<file path="src/rtl/imsu_pkg.sv">
package imsu_pkg;

   // byte offsets of the register group
   localparam logic [7:0] OFS_ENABLE  = 8'h00;
   localparam logic [7:0] OFS_DISABLE = 8'h04;
   localparam logic [7:0] OFS_MASK    = 8'h08;
   localparam logic [7:0] OFS_STATUS  = 8'h0C;
   localparam logic [7:0] OFS_LIVE    = 8'h10;

   // minimum address width that reaches the highest offset
   localparam int MIN_ADDR_W = 5;

   typedef enum logic [2:0] {
      SEL_ZERO = 3'd0,
      SEL_MASK = 3'd1,
      SEL_STAT = 3'd2,
      SEL_LIVE = 3'd3
   } rd_sel_e;

   typedef struct packed {
      logic    set_we;
      logic    clr_we;
      logic    ack_we;
      logic    rd;
      rd_sel_e sel;
   } imsu_cmd_t;

endpackage

</file>
<file path="src/rtl/imsu_decode.sv">
module imsu_decode
   import imsu_pkg::*;
#(
   parameter int ADDR_W = 8
) (
   input  logic              clk,
   input  logic              rst_n,
   input  logic              reg_wr,
   input  logic              reg_rd,
   input  logic [ADDR_W-1:0] reg_addr,
   output imsu_cmd_t         cmd
);

   logic hit_ena, hit_dis, hit_mask, hit_stat, hit_live;

   assign hit_ena  = (reg_addr == ADDR_W'(OFS_ENABLE));
   assign hit_dis  = (reg_addr == ADDR_W'(OFS_DISABLE));
   assign hit_mask = (reg_addr == ADDR_W'(OFS_MASK));
   assign hit_stat = (reg_addr == ADDR_W'(OFS_STATUS));
   assign hit_live = (reg_addr == ADDR_W'(OFS_LIVE));

   always_comb begin
      cmd.set_we = reg_wr & hit_ena;
      cmd.clr_we = reg_wr & hit_dis;
      cmd.ack_we = reg_wr & hit_stat;
      cmd.rd     = reg_rd;
      if (hit_mask)      cmd.sel = SEL_MASK;
      else if (hit_stat) cmd.sel = SEL_STAT;
      else if (hit_live) cmd.sel = SEL_LIVE;
      else               cmd.sel = SEL_ZERO;
   end

   // a single access port never produces two write strobes at once
   assert_one_strobe_R11: assert property (@(posedge clk) disable iff (!rst_n)
      $onehot0({cmd.set_we, cmd.clr_we, cmd.ack_we}));

endmodule

</file>
<file path="src/rtl/imsu_mask_bank.sv">
module imsu_mask_bank #(
   parameter int NUM_EVT = 13
) (
   input  logic               clk,
   input  logic               rst_n,
   input  logic               set_we,
   input  logic               clr_we,
   input  logic [NUM_EVT-1:0] wbits,
   output logic [NUM_EVT-1:0] mask_q
);

   logic [NUM_EVT-1:0] mask_d;

   for (genvar i = 0; i < NUM_EVT; i++) begin : g_bit
      // a disable request takes priority over an enable request on the same bit
      assign mask_d[i] = (clr_we && wbits[i]) ? 1'b0 :
                         (set_we && wbits[i]) ? 1'b1 : mask_q[i];

      assert_mask_set_R2: assert property (@(posedge clk) disable iff (!rst_n)
         (set_we && wbits[i] && !clr_we) |=> mask_q[i]);

      assert_mask_clr_R3: assert property (@(posedge clk) disable iff (!rst_n)
         (clr_we && wbits[i]) |=> !mask_q[i]);

      assert_mask_hold_R2: assert property (@(posedge clk) disable iff (!rst_n)
         !(wbits[i] && (set_we || clr_we)) |=> $stable(mask_q[i]));
   end

   always_ff @(posedge clk) begin
      if (!rst_n) mask_q <= '0;
      else        mask_q <= mask_d;
   end

endmodule

</file>
<file path="src/rtl/imsu_status_bank.sv">
module imsu_status_bank #(
   parameter int NUM_EVT = 13
) (
   input  logic               clk,
   input  logic               rst_n,
   input  logic               ack_we,
   input  logic [NUM_EVT-1:0] wbits,
   input  logic [NUM_EVT-1:0] evt_pulse,
   output logic [NUM_EVT-1:0] stat_q
);

   logic [NUM_EVT-1:0] stat_d;

   for (genvar i = 0; i < NUM_EVT; i++) begin : g_bit
      // a new event outranks a clearing write landing in the same cycle
      assign stat_d[i] = evt_pulse[i] | (stat_q[i] & ~(ack_we & wbits[i]));

      assert_stat_set_R7: assert property (@(posedge clk) disable iff (!rst_n)
         evt_pulse[i] |=> stat_q[i]);

      assert_stat_clear_R6: assert property (@(posedge clk) disable iff (!rst_n)
         (ack_we && wbits[i] && !evt_pulse[i]) |=> !stat_q[i]);

      assert_stat_sticky_R5: assert property (@(posedge clk) disable iff (!rst_n)
         (stat_q[i] && !(ack_we && wbits[i])) |=> stat_q[i]);
   end

   always_ff @(posedge clk) begin
      if (!rst_n) stat_q <= '0;
      else        stat_q <= stat_d;
   end

endmodule

</file>
<file path="src/rtl/imsu_irq_gen.sv">
module imsu_irq_gen #(
   parameter int NUM_EVT = 13
) (
   input  logic               clk,
   input  logic               rst_n,
   input  logic [NUM_EVT-1:0] stat_q,
   input  logic [NUM_EVT-1:0] mask_q,
   output logic               irq
);

   logic [NUM_EVT-1:0] pending;

   assign pending = stat_q & mask_q;

   always_ff @(posedge clk) begin
      if (!rst_n) irq <= 1'b0;
      else        irq <= |pending;
   end

   assert_irq_lag_R8: assert property (@(posedge clk) disable iff (!rst_n)
      $past(rst_n) |-> (irq == $past(|(stat_q & mask_q))));

endmodule

</file>
<file path="src/rtl/irq_mask_status_unit.sv">
module irq_mask_status_unit
   import imsu_pkg::*;
#(
   parameter int DATA_W  = 32,
   parameter int NUM_EVT = 13,
   parameter int ADDR_W  = 8
) (
   input  logic               clk,
   input  logic               rst_n,
   input  logic               reg_wr,
   input  logic               reg_rd,
   input  logic [ADDR_W-1:0]  reg_addr,
   input  logic [DATA_W-1:0]  reg_wdata,
   output logic [DATA_W-1:0]  reg_rdata,
   input  logic [NUM_EVT-1:0] evt_pulse,
   input  logic [NUM_EVT-1:0] evt_level,
   output logic               irq
);

   // elaboration-time parameter checks
   if (NUM_EVT < 1 || NUM_EVT > DATA_W) begin : g_bad_evt
      $error("NUM_EVT must lie between 1 and DATA_W");
   end
   if (ADDR_W < MIN_ADDR_W) begin : g_bad_addr
      $error("ADDR_W too narrow for the offset map");
   end

   imsu_cmd_t          cmd;
   logic [NUM_EVT-1:0] wbits;
   logic [NUM_EVT-1:0] mask_q;
   logic [NUM_EVT-1:0] stat_q;
   logic [DATA_W-1:0]  rd_next;

   // only the valid field of the write data is used
   assign wbits = reg_wdata[NUM_EVT-1:0];
   if (NUM_EVT < DATA_W) begin : g_hi
      logic unused_wdata_hi;
      assign unused_wdata_hi = ^reg_wdata[DATA_W-1:NUM_EVT];
   end

   imsu_decode #(.ADDR_W(ADDR_W)) u_dec (
      .clk      (clk),
      .rst_n    (rst_n),
      .reg_wr   (reg_wr),
      .reg_rd   (reg_rd),
      .reg_addr (reg_addr),
      .cmd      (cmd)
   );

   imsu_mask_bank #(.NUM_EVT(NUM_EVT)) u_mask (
      .clk    (clk),
      .rst_n  (rst_n),
      .set_we (cmd.set_we),
      .clr_we (cmd.clr_we),
      .wbits  (wbits),
      .mask_q (mask_q)
   );

   imsu_status_bank #(.NUM_EVT(NUM_EVT)) u_stat (
      .clk       (clk),
      .rst_n     (rst_n),
      .ack_we    (cmd.ack_we),
      .wbits     (wbits),
      .evt_pulse (evt_pulse),
      .stat_q    (stat_q)
   );

   imsu_irq_gen #(.NUM_EVT(NUM_EVT)) u_irq (
      .clk    (clk),
      .rst_n  (rst_n),
      .stat_q (stat_q),
      .mask_q (mask_q),
      .irq    (irq)
   );

   always_comb begin
      unique case (cmd.sel)
         SEL_MASK: rd_next = DATA_W'(mask_q);
         SEL_STAT: rd_next = DATA_W'(stat_q);
         SEL_LIVE: rd_next = DATA_W'(evt_level);
         default:  rd_next = '0;
      endcase
   end

   always_ff @(posedge clk) begin
      if (!rst_n)      reg_rdata <= '0;
      else if (cmd.rd) reg_rdata <= rd_next;
   end

   assert_wo_read_zero_R4: assert property (@(posedge clk) disable iff (!rst_n)
      (reg_rd && (reg_addr == ADDR_W'(OFS_ENABLE) || reg_addr == ADDR_W'(OFS_DISABLE)))
      |=> (reg_rdata == '0));

   assert_live_view_R9: assert property (@(posedge clk) disable iff (!rst_n)
      (reg_rd && reg_addr == ADDR_W'(OFS_LIVE)) |=> (reg_rdata == DATA_W'($past(evt_level))));

   assert_rdata_hold_R12: assert property (@(posedge clk) disable iff (!rst_n)
      !reg_rd |=> $stable(reg_rdata));

   if (NUM_EVT < DATA_W) begin : g_upper_chk
      assert_upper_zero_R10: assert property (@(posedge clk) disable iff (!rst_n)
         reg_rdata[DATA_W-1:NUM_EVT] == '0);
   end

endmodule

</file>
<file path="config.mk">
export PLATFORM = sky130hd
export DESIGN_NAME = irq_mask_status_unit
export DESIGN_NICKNAME = d
export VERILOG_FILES = /design/src/rtl/imsu_pkg.sv /design/src/rtl/imsu_decode.sv /design/src/rtl/imsu_mask_bank.sv /design/src/rtl/imsu_status_bank.sv /design/src/rtl/imsu_irq_gen.sv /design/src/rtl/irq_mask_status_unit.sv
export SDC_FILE = /design/constraint.sdc
export NUM_CORES = 1
export LEC_CHECK = 0
export ABC_AREA = 0
export BUFFER_PORTS_ARGS = -buffer_cell sky130_fd_sc_hd__buf_2
export CAP_MARGIN = 20
export CORE_ASPECT_RATIO = 1.75
export CORE_UTILIZATION = 50
export CTS_BUF_LIST = sky130_fd_sc_hd__clkbuf_8
export DETAILED_ROUTE_END_ITERATION = 6
export GPL_TIMING_DRIVEN = 1
export PLACE_DENSITY = 0.87
export SETUP_SLACK_MARGIN = 0.02
export SLEW_MARGIN = 20
export SYNTH_ARGS = -nofsm -noshare
export SYNTH_HDL_FRONTEND = slang
export SYNTH_SLANG_ARGS = --single-unit
</file>
<file path="constraint.sdc">
create_clock -name clk -period 2 [get_ports clk]
set_input_delay 0.1 -clock clk [delete_from_list [all_inputs] [get_ports clk]]
set_output_delay 0.1 -clock clk [all_outputs]
set_load 0.05 [all_outputs]
</file>
# Word level (Yosys, flattened, before mapping)
# Index checks and enable logic that the tools add are counted.
totals:
  regBits: 59
  latch_bits: 0
  ramBits: 0
  romBits: 0
  inputBits: 70
  wordCells: 125
  mem_count: 0
op_classes:
  n_addsub: 0
  multipliers: 0
  div: 0
  magnitude_cmp: 0
  eq_ne: 7
  shift: 0
  muxes: 4
  bitwise: 57
  reduce_logical: 41
ops:
  columns: ["operator", "count"]
  rows:
  - ["13-bit one-hot mux with 3 select lines", 1]
  - ["1-bit AND", 29]
  - ["1-bit logical AND", 26]
  - ["2-bit OR reduction", 13]
  - ["8-bit by 4-bit equality test with 1-bit output, second input constant", 2]
  - ["1-bit NOT", 14]
  - ["13-bit AND", 1]
  - ["1-bit bitwise OR", 13]
  - ["13-bit OR reduction", 1]
  - ["8-bit by 3-bit equality test with 1-bit output, second input constant", 1]
  - ["8-bit by 5-bit equality test with 1-bit output, second input constant", 1]
  - ["8-bit zero test", 1]
  - ["3-bit by 2-bit equality test with 1-bit output, second input constant", 2]
  - ["3-bit 2-to-1 mux", 2]
  - ["3-bit by 1-bit equality test with 1-bit output, second input constant", 1]
  - ["2-bit 2-to-1 mux", 1]

# Depth between registers and ports, before layout
# Gate-level depths: netlist (run 1).
logic_depth:
  ltp_word: 6
  depth_mapped: 5
  ltp_nobuf: 3

# Cells and area by module
# From an unflattened synthesis (run 1), not the netlist that was laid out.
hier_totals:
  hier_cells: 220
  area_unflattened_um2: 2237.1
by_module_without_submodules:
  columns: ["mod", "instances", "cells_per_inst", "area_each_um2", "seq_area_each_um2"]
  rows:
  - ["irq_mask_status_unit", 1, 98, 963.4, 260.2]
  - ["imsu_mask_bank", 1, 43, 535.5, 260.2]
  - ["imsu_status_bank", 1, 54, 534.3, 260.2]
  - ["imsu_decode", 1, 15, 118.9, 0.0]
  - ["imsu_irq_gen", 1, 10, 85.1, 20.0]

# Least setup slack after synthesis (run 1)
# OpenSTA, ideal clock, no wires.
synth_timing:
  kind: "input to register"
  start: "in reg_addr[5]"
  end: "reg reg_rdata[10]"
  setup_ns: 0.061
  arrival_ns: 1.219
  slack_ns: 0.721
  stages: 5
  path_cell_list: "or3_1 -> buf_6 -> nor4_4 -> buf_6 -> a221o_1"
synth_between:
  elab_chain_len: 6
  word_cells_on_any_way: 10
  cone_classes: "eq/ne (6); mux (4)"
synth_rtl:
  columns: ["element", "line", "text"]
  rows:
  - ["start: declaration", "irq_mask_status_unit.sv:12", "input logic [ADDR_W-1:0] reg_addr,"]
  - ["8-bit by 5-bit equality test with 1-bit output", "imsu_decode.sv:20", "assign hit_live = (reg_addr == ADDR_W'(OFS_LIVE));"]
  - ["2-bit 2-to-1 mux", "imsu_decode.sv:29", "else if (hit_live) cmd.sel = SEL_LIVE;"]
  - ["3-bit 2-to-1 mux", "imsu_decode.sv:28", "else if (hit_stat) cmd.sel = SEL_STAT;"]
  - ["3-bit 2-to-1 mux *", "imsu_decode.sv:27", "if (hit_mask) cmd.sel = SEL_MASK;"]
  - ["3-bit by 2-bit equality test with 1-bit output or 3-bit by 1-bit equality test with 1-bit output (tied branches)", "irq_mask_status_unit.sv:77", "unique case (cmd.sel)"]
  - ["13-bit one-hot mux with 3 select lines *", "irq_mask_status_unit.sv:77", null]
  - ["end signal: assignment", "irq_mask_status_unit.sv:87", "else if (cmd.rd) reg_rdata <= rd_next;"]
  - ["end: declaration", "irq_mask_status_unit.sv:14", "output logic [DATA_W-1:0] reg_rdata,"]
# Mark *: on every way between the ends. The rest lies on a longest branch, timed or not.
# A chain may end at the register's enable or synchronous reset.

# Worst setup path after layout (run 1)
# Same ends and word-level chain as after synthesis.

==> run_results.csv, run 1 <==
group,metric,value,unit
outcome,status,"finished, final reports clean",
yosys,ys_top_cells_by_area,"dfxtp_1, a41oi_1, buf_4",
clock_tree,path_clk_slew,0.08,ns
power,powerDensity,677,mW/mm^2
placement,gp_congestion,0.853,
critical_path,crit_fanout,16,
yosys,synth_seq_area_share,40.1,%
route,route.detailed.wl_per_inst,15.0,um
critical_path,crit_slowest_cell,"or3_1",
yosys,synth_commonest_cells,"dfxtp_1, a41oi_1, buf_4",
timing,skew,0.00649,ns
yosys,synth_edf_count,0,
floorplan,die_area,0.00426,mm^2
clock_tree,cts_hold_buffers,0,
floorplan,start_util,52.1,%
floorplan,die_w,49.8,um
critical_path,crit_chain,"buf_2, or3_1, nor4_4, buf_4, a221o_1",
timing,hold_viol,0,
yosys,synth_top_cell_by_area,"dfxtp_1",
timing,period_minus_slack,1.29,ns
yosys,synth.top_cell.area_share,40.1,%
cells_and_area,fillCellCount,332,
global_route,grt_max_degree,17,
critical_path,critPathTopFamily,"simple AND/OR/NAND/NOR gates",
critical_path,critPathMaxStageDelay,0.62,ns
floorplan,core_area,0.00383,mm^2
power,p_leak,1.03,nW
floorplan,rows,30,
timing,finalCritPeriodShare,64.7,%
global_route,antenna_found_initial,0,
timing,rsz0062_at_grt,"no",
yosys,synth_cell_types,29,
critical_path,crit_buf_inv,2,
critical_path,cp.required,2.23,ns
timing,slew-limit-headroom,48.8,%
placement,place_area,0.00229,mm^2
timing,tightest_slew,0.766,ns
yosys,syn_area,0.00200,mm^2
route,drt_wl_total,4720,um
timing,setup_tns,0,ns
clock_tree,htree_levels,2,
cells_and_area,nets,336,
clock_tree,cts_root_buf,"clkbuf_8",
critical_path,critPathCaptureType,"flip-flop",
clock_tree,clock-sinks,40,
job,maxCapViolations,0,
cells_and_area,fin_area,0.00237,mm^2
critical_path,worstSetupPathType,"in2reg",
yosys,ys.warnings.count,0,
global_route,track_usage,24.2,%
yosys,synth_ff_type,"dfxtp_1",
route,post-route-drc-count,0,
yosys,syn_area_per_cell,9.83,um^2
yosys,synthCells,203,
placement,hpwl,3530,um
clock_tree,post_cts_resized,0,
cells_and_area,final-seq-area,801,um^2
cells_and_area,multi_input_area,986,um^2
route,vias_per_cell,5.91,
timing,setup_viol,0,
route,via_count,1862,
clock_tree,cts-buffers-inserted,5,
critical_path,critPathLaunchType,"primary input",
timing,clock.fmax,773,MHz
global_route,gr-total-overflow,0,
cells_and_area,final_util,62.0,%
floorplan,die_h,85.6,um
cells_and_area,antenna_cells,0,
critical_path,arrival,1.53,ns
route,dr.first_iter.drc_count,54,
yosys,yosysMostFrequentCell,"dfxtp_1",
placement,port_buffers,64,
global_route,grt_pass1_vias,1771,
timing,report.final.slew_viol_count,0,
clock_tree,clk_path_buf_depth,2,
cells_and_area,area_growth,19.0,%
cells_and_area,drive_gt1_share,31.5,%
min_path,hold_path_class,"in2reg",
global_route,grt_pass1_wl,7970,um
power,ir_drop,0.510,mV
route,firstDrtPassIters,4,
yosys,synthArstFlopShare,0,%
clock_tree,cts_tree,"done",
route,antenna_left,0,
yosys,synth_seq_cells,40,
floorplan,io_pins,103,
clock_tree,insertion_delay,0.30,ns
clock_tree,post_cts_buffers,0,
## worst register-to-register path: cells and delay by family, from the launching register on
kind               cells  cell delay (ns)
AOI/OAI and AO/OA      2             0.40
DFF                    1             0.33
and+or+nand+nor        1             0.21
## cells in the final DEF (no fill, tap or decap), drive strengths merged, types with 3 or more instances in the layout
| cell | instances |
|---|---|
| a211oi | 13 |
| clkinv | 3 |
| clkbuf | 5 |
| mux2i | 13 |
| nor4 | 15 |
| a41oi | 26 |
| conb | 19 |
| a221o | 13 |
| dfxtp | 40 |
| a22oi | 3 |
| inv | 14 |
| o21ai | 13 |
| buf | 73 |
## power by group
part           total, W  leakage, nW  switching, W  internal [W]
registers      0.000832        0.326     0.0000166      0.000815
clock network  0.000529       0.0479      0.000286      0.000243
logic          0.000247        0.651      0.000174     0.0000732
total           0.00161         1.03      0.000477       0.00113
## worst paths after layout
check | end | startpoint | cells past startpoint | slack (ns)
worst max-delay path | reg_rdata[10]$_SDFFE_PN0P_ | reg_addr[5] | 5 | 0.71
worst min register to register | reg_rdata[5]$_SDFFE_PN0P_ | reg_rdata[5]$_SDFFE_PN0P_ | 1 | 0.48
worst max register to register | u_irq.irq$_SDFF_PN0_ | u_stat.stat_q[7]$_SDFF_PN0_ | 3 | 0.93
worst min-delay path | u_mask.mask_q[3]$_SDFFE_PP0P_ | reg_wdata[3] | 2 | 0.009
## per-layer routing
metal	global-route usage (%)	wire, um	up-vias
li1	-	-	905
met2	42.5	2450	96
met4	12.2	110	0
met5	0	0	-
met3	5.32	310	13
met1	26.6	1850	848
## logic make-up (layout without fill, tap and decap cells)
group                  count (synthesis)  in the layout  synth area share [%]
AO/OA/AOI/OAI                         72             72                  28.9
buffers and inverters                 49             95                  13.9
flip-flops                            40             40                  40.1
multiplexers                          13             13                  6.52
other                                  1             19                 0.188
AND/OR/NAND/NOR                       28             28                  10.4
## area by class of cell
class | instances | area share (%)
Clock buffer | 5 | 2.90
Clock inverter | 3 | 0.790
Inverter | 14 | 2.21
Multi-Input combinational cell | 132 | 41.5
Sequential cell | 40 | 33.7
Tap cell | 48 | 2.53
Timing Repair Buffer | 73 | 16.3
## state kept, by name (all words and copies together), names as in the netlist
register       count
u_mask.mask_q     13
u_irq.irq          1
u_stat.stat_q     13
reg_rdata         13
## per-stage QoR
stage	power, W	instances	worst slack, ns	hold slack [ns]
after global placement	0.00109	307	0.438	0.320
final	0.00161	315	0.706	0.00949
after CTS	0.00161	315	0.695	0.00712
after floorplan	0.00103	221	0.721	0.199
after global routing	0.00167	315	0.601	0.0121
after detailed placement	0.00110	307	0.401	0.321
(Power assumes the default switching activity.)
==> run 2, diff against run 1 <==
Settings changed: CORE_UTILIZATION 50 to 42, PLACE_DENSITY 0.87 to 0.78.
Clock period 2 ns to 1.1 ns, I/O delays scaled along.
==> run_results.csv, run 2 (synthesis gave the netlist of run 1 again) <==
group,metric,value,unit
clock_tree,path_clk_slew,0.09,ns
job,maxCapViolations,0,
critical_path,r2r_start,"u_stat.stat_q[7]$_SDFF_PN0_",
critical_path,crit_fanout,3,
min_path,holdPathStages,2,
global_route,track_usage,24.0,%
critical_path,cp.required,1.29,ns
power,ir_drop,1.11,mV
power,pwr-share-seq,45.0,%
power,powerDensity,1200,mW/mm^2
power,intPower,0.00244,W
clock_tree,clock-sinks,40,
cells_and_area,fillCellCount,380,
placement,dp_slack,-0.303,ns
clock_tree,cts_tree,"done",
clock_tree,cts-buffers-inserted,5,
timing,hold_viol,0,
global_route,grt_pass1_vias,1938,
global_route,antenna_found_initial,0,
clock_tree,cts_root_buf,"clkbuf_8",
cells_and_area,antenna_cells,0,
floorplan,start_util,44.5,%
route,post-route-drc-count,0,
placement,gp_congestion,0.788,
clock_tree,htree_levels,2,
timing,setup_viol,0,
critical_path,cp-startpoint,"u_stat.stat_q[7]$_SDFF_PN0_",
cells_and_area,final_common_cell,"buf_2",
route,vias_per_cell,5.70,
critical_path,critPathCaptureType,"flip-flop",
route,drt_wl_total,5560,um
power,swShare,27.3,%
power,clock_power_share,38.2,%
timing,finalCritPeriodShare,98.5,%
timing,setup_ws,0.0165,ns
timing,report.final.slew_viol_count,0,
power,p_leak,1.21,nW
cells_and_area,nets,370,
power,p_switching,0.000917,W
route,dr.first_iter.drc_count,56,
route,via_count,2006,
clock_tree,clk_path_buf_depth,2,
floorplan,rows,32,
placement,hpwl,3950,um
placement,place_area,0.00243,mm^2
critical_path,reg2regPathDepth,3,
critical_path,r2r_slack,0.02,ns
timing,rsz0062_at_grt,"yes",
critical_path,critical_path.endpoint,"u_irq.irq$_SDFF_PN0_",
critical_path,arrival,1.27,ns
outcome,status,"finished, final reports clean",
route,antenna_left,0,
power,p_comb_share,16.8,%
clock_tree,insertion_delay,0.31,ns
timing,period_minus_slack,1.08,ns
global_route,grt_max_degree,15,
critical_path,worstSetupPathType,"reg2reg",
floorplan,die_area,0.00504,mm^2
cells_and_area,fin_area,0.00281,mm^2
cells_and_area,final_util,62.7,%
timing,slew-limit-headroom,45.0,%
timing,tightest_slew,0.822,ns
placement,port_buffers,64,
cells_and_area,top_regs,"reg_rdata x13, u_mask.mask_q x13, u_stat.stat_q x13",
timing,skew,0.00990,ns
global_route,gr-total-overflow,0,
floorplan,io_pins,103,
cells_and_area,drive_gt1_share,32.2,%
min_path,hold_path_class,"in2reg",
cells_and_area,area_growth,40.9,%
critical_path,r2r-end,"u_irq.irq$_SDFF_PN0_",
critical_path,critPathLaunchType,"flip-flop",
floorplan,die_h,93.2,um
timing,clock.fmax,923,MHz
global_route,grt_pass1_wl,8890,um
route,firstDrtPassIters,4,
floorplan,die_w,54.1,um
power,p_total,0.00336,W
cells_and_area,mostFrequentLayoutCells,"buf_2, dfxtp_1, a41oi_1",
timing,whs,0.00460,ns
route,route.detailed.wl_per_inst,15.8,um
floorplan,core_area,0.00448,mm^2
## run 2: changes by cell type in the layout (fill, tap and decap cells not counted), sizes merged
cell,before,now
clkbuf,5,6
buf,73,82
dlygate4sd3,0,25
bufinv,0,1
clkinv,3,1
## run 2: final cells by class
cell class | instances | area, um^2 | share of cell area (%)
Sequential cell | 40 | 802 | 28.5
Inverter | 14 | 52.6 | 1.87
Tap cell | 51 | 63.8 | 2.27
Timing Repair Buffer | 107 | 768 | 27.3
Clock inverter | 2 | 38.8 | 1.38
Multi-Input combinational cell | 132 | 1000 | 35.7
Clock buffer | 6 | 82.6 | 2.94
## run 2: worst min path at each step
stage | endpoint | startpoint
6_report | reg_rdata[2]$_SDFFE_PN0P_ | evt_level[2]
2_1_floorplan | u_mask.mask_q[0]$_SDFFE_PP0P_ | reg_wdata[0]
4_1_cts | reg_rdata[2]$_SDFFE_PN0P_ | evt_level[2]
5_1_grt | reg_rdata[2]$_SDFFE_PN0P_ | evt_level[2]
3_5_place_dp | u_mask.mask_q[5]$_SDFFE_PP0P_ | reg_wdata[5]
3_3_place_gp | u_mask.mask_q[10]$_SDFFE_PP0P_ | reg_wdata[10]
## run 2: critical path, stage by stage, from the launching register on
cell and delay [ns]:
dfxtp_2 0.34, a222oi_1 0.37, and3_1 0.21, a31oi_1 0.07
## run 2: metal layers
layer  GRT usage (%)  share of wire [%]
met1            27.2                 39
met2            40.6                 53
met3            4.55                5.2
met4            12.2                2.8
met5               0                  0
## run 2: power by group through the flow
stage	Combinational [W]	Clock, W	Sequential [W]
final	0.000564	0.00128	0.00151
after global routing	0.000602	0.00135	0.00152
after CTS	0.000559	0.00129	0.00151
after detailed placement	0.000487	0	0.00155
after global placement	0.000479	0	0.00155
after floorplan	0.000353	0	0.00154
## run 2: stage by stage
| stage | setup TNS [ns] | instances |
|---|---|---|
| 2_1_floorplan | -0.642 | 221 |
| 3_3_place_gp | -7.25 | 319 |
| 3_5_place_dp | -8.28 | 319 |
| 4_1_cts | 0 | 352 |
| 5_1_grt | -0.0351 | 352 |
| 6_report | 0 | 352 |
## run 2: timing repair
action                                 4_1_cts  5_1_grt
pin swaps                                    1        2
buffers inserted                             0        0
hold buffers                                25        0
setup endpoints to repair                    2        1
resized for setup                            1        1
cloned                                       0        0
endpoints found under the hold margin       36        0
==> run 3, diff against run 2 <==
Settings changed: PLACE_DENSITY 0.78 to 0.86.
==> run_results.csv, run 3 (synthesis gave the netlist of run 1 again) <==
group,metric,value,unit
outcome,status,"finished, final reports clean",
clock_tree,cts_root_buf,"clkbuf_8",
critical_path,critPathCaptureType,"flip-flop",
floorplan,io_pins,103,
route,via_count,2026,
power,ir_drop,1.09,mV
floorplan,rows,32,
floorplan,die_h,93.2,um
clock_tree,path_clk_slew,0.07,ns
critical_path,cp.required,1.27,ns
timing,hold_viol,0,
placement,port_buffers,64,
timing,rsz0062_at_grt,"yes",
timing,report.final.slew_viol_count,0,
floorplan,die_w,54.1,um
critical_path,r2r_slack,0.03,ns
timing,tightest_slew,0.895,ns
cells_and_area,drive_gt1_share,33.4,%
route,route.detailed.wl_per_inst,15.7,um
timing,setup_tns,0,ns
global_route,track_usage,24.1,%
global_route,antenna_found_initial,0,
floorplan,start_util,44.5,%
critical_path,critPathLaunchType,"flip-flop",
clock_tree,cts-buffers-inserted,5,
global_route,gr-total-overflow,0,
timing,skew,0.00421,ns
timing,period_minus_slack,1.07,ns
cells_and_area,mostFrequentLayoutCells,"buf_2, dfxtp_1, a41oi_1",
cells_and_area,area_growth,42.5,%
power,p_total,0.00338,W
clock_tree,cts_tree,"done",
cells_and_area,antenna_cells,0,
timing,whs,0.00374,ns
timing,clock.fmax,930,MHz
critical_path,r2r-end,"u_irq.irq$_SDFF_PN0_",
placement,dp_slack,-0.321,ns
critical_path,crit_fanout,3,
critical_path,cp-startpoint,"u_mask.mask_q[7]$_SDFFE_PP0P_",
route,dr.first_iter.drc_count,82,
placement,gp_congestion,0.778,
route,vias_per_cell,5.74,
min_path,hold_path_class,"in2reg",
timing,finalCritPeriodShare,97.7,%
clock_tree,clk_path_buf_depth,2,
power,p_leak,1.22,nW
clock_tree,clock-sinks,40,
placement,hpwl,4160,um
timing,slew-limit-headroom,40.1,%
route,drt_wl_total,5540,um
clock_tree,insertion_delay,0.29,ns
cells_and_area,top_regs,"reg_rdata x13, u_mask.mask_q x13, u_stat.stat_q x13",
critical_path,worstSetupPathType,"reg2reg",
global_route,grt_max_degree,15,
timing,setup_viol,0,
route,firstDrtPassIters,4,
route,post-route-drc-count,0,
job,maxCapViolations,0,
cells_and_area,fillCellCount,358,
clock_tree,htree_levels,2,
power,powerDensity,1190,mW/mm^2
critical_path,critical_path.endpoint,"u_irq.irq$_SDFF_PN0_",
critical_path,reg2regPathDepth,3,
global_route,grt_pass1_vias,1980,
floorplan,core_area,0.00448,mm^2
timing,setup_ws,0.0252,ns
floorplan,die_area,0.00504,mm^2
route,antenna_left,0,
critical_path,arrival,1.25,ns
global_route,grt_pass1_wl,8900,um
critical_path,r2r_start,"u_mask.mask_q[7]$_SDFFE_PP0P_",
cells_and_area,final_common_cell,"buf_2",
cells_and_area,nets,371,
==> run 3: changes by cell type in the layout (fill, tap and decap cells not counted) <==
cell,change
buf_4,+1
clkbuf_8,+1
clkinv_4,-1
nor4_1,-3
nor4_2,+3
==> run 3: timing repair <==
action                                  4_1_cts  5_1_grt
hold buffers                                 24        1
setup buffers                                 0        0
hold endpoints to repair                     29        1
gates cloned                                  0        0
pin swaps                                     0        3
gates resized for setup                       1        4
endpoints found under the setup margin        3        4
==> run 3: area by class of cell <==
type                    instances  area [um^2]  area share [%]
clock buffers                   7         96.3            3.39
clock inverters                 1         30.0            1.06
inverters                      14         52.6            1.85
multi-input cells             132         1020            36.0
flip-flops and latches         40          802            28.2
well taps                      51         63.8            2.24
repair buffers                108          776            27.3
==> run 3: where the power goes <==
part | internal, W | leakage, nW | switching (W) | total, W
combinational | 0.000222 | 0.831 | 0.000348 | 0.000570
sequential | 0.00148 | 0.327 | 0.0000305 | 0.00151
clock | 0.000800 | 0.0645 | 0.000493 | 0.00129
total | 0.00251 | 1.22 | 0.000871 | 0.00338
==> run 3: through the flow <==
stage	instances	area [um^2]	util [%]
after global routing	353	2840	63.4
after floorplan	221	2110	-
after global placement	320	2440	54.5
after detailed placement	320	2440	54.5
final	353	2840	63.4
after CTS	352	2810	62.8
==> run 3: worst min path at each step <==
stage                              from                        endpoint  slack [ns]  depth (start not counted)
after detailed placement  reg_wdata[12]  u_mask.mask_q[12]$_SDFFE_PP0P_        0.28                          2
after global placement    reg_wdata[10]  u_mask.mask_q[10]$_SDFFE_PP0P_        0.27                          2
final                      evt_level[7]       reg_rdata[7]$_SDFFE_PN0P_       0.004                          2
after global routing       evt_level[7]       reg_rdata[7]$_SDFFE_PN0P_       0.005                          2
after floorplan            reg_wdata[0]   u_mask.mask_q[0]$_SDFFE_PP0P_        0.15                          1
after CTS                  evt_level[3]       reg_rdata[3]$_SDFFE_PN0P_       0.001                          2
==> run 3: critical path, cell delays in order, from the launching register on <==
cell      delay (ns)
dfxtp_2         0.33
a222oi_1        0.35
and3_1          0.21
a31oi_1         0.07
==> run 3: metal layers <==
layer / global-route usage, % / vias to the layer above / wire (um) / part of all wire (%)
met5: 0 / - / 0 / 0
met4: 11.5 / 0 / 137 / 2.5
met3: 5.20 / 12 / 332 / 6.0
met2: 42.9 / 89 / 3020 / 55
met1: 25.2 / 955 / 2040 / 37
li1: - / 970 / - / -
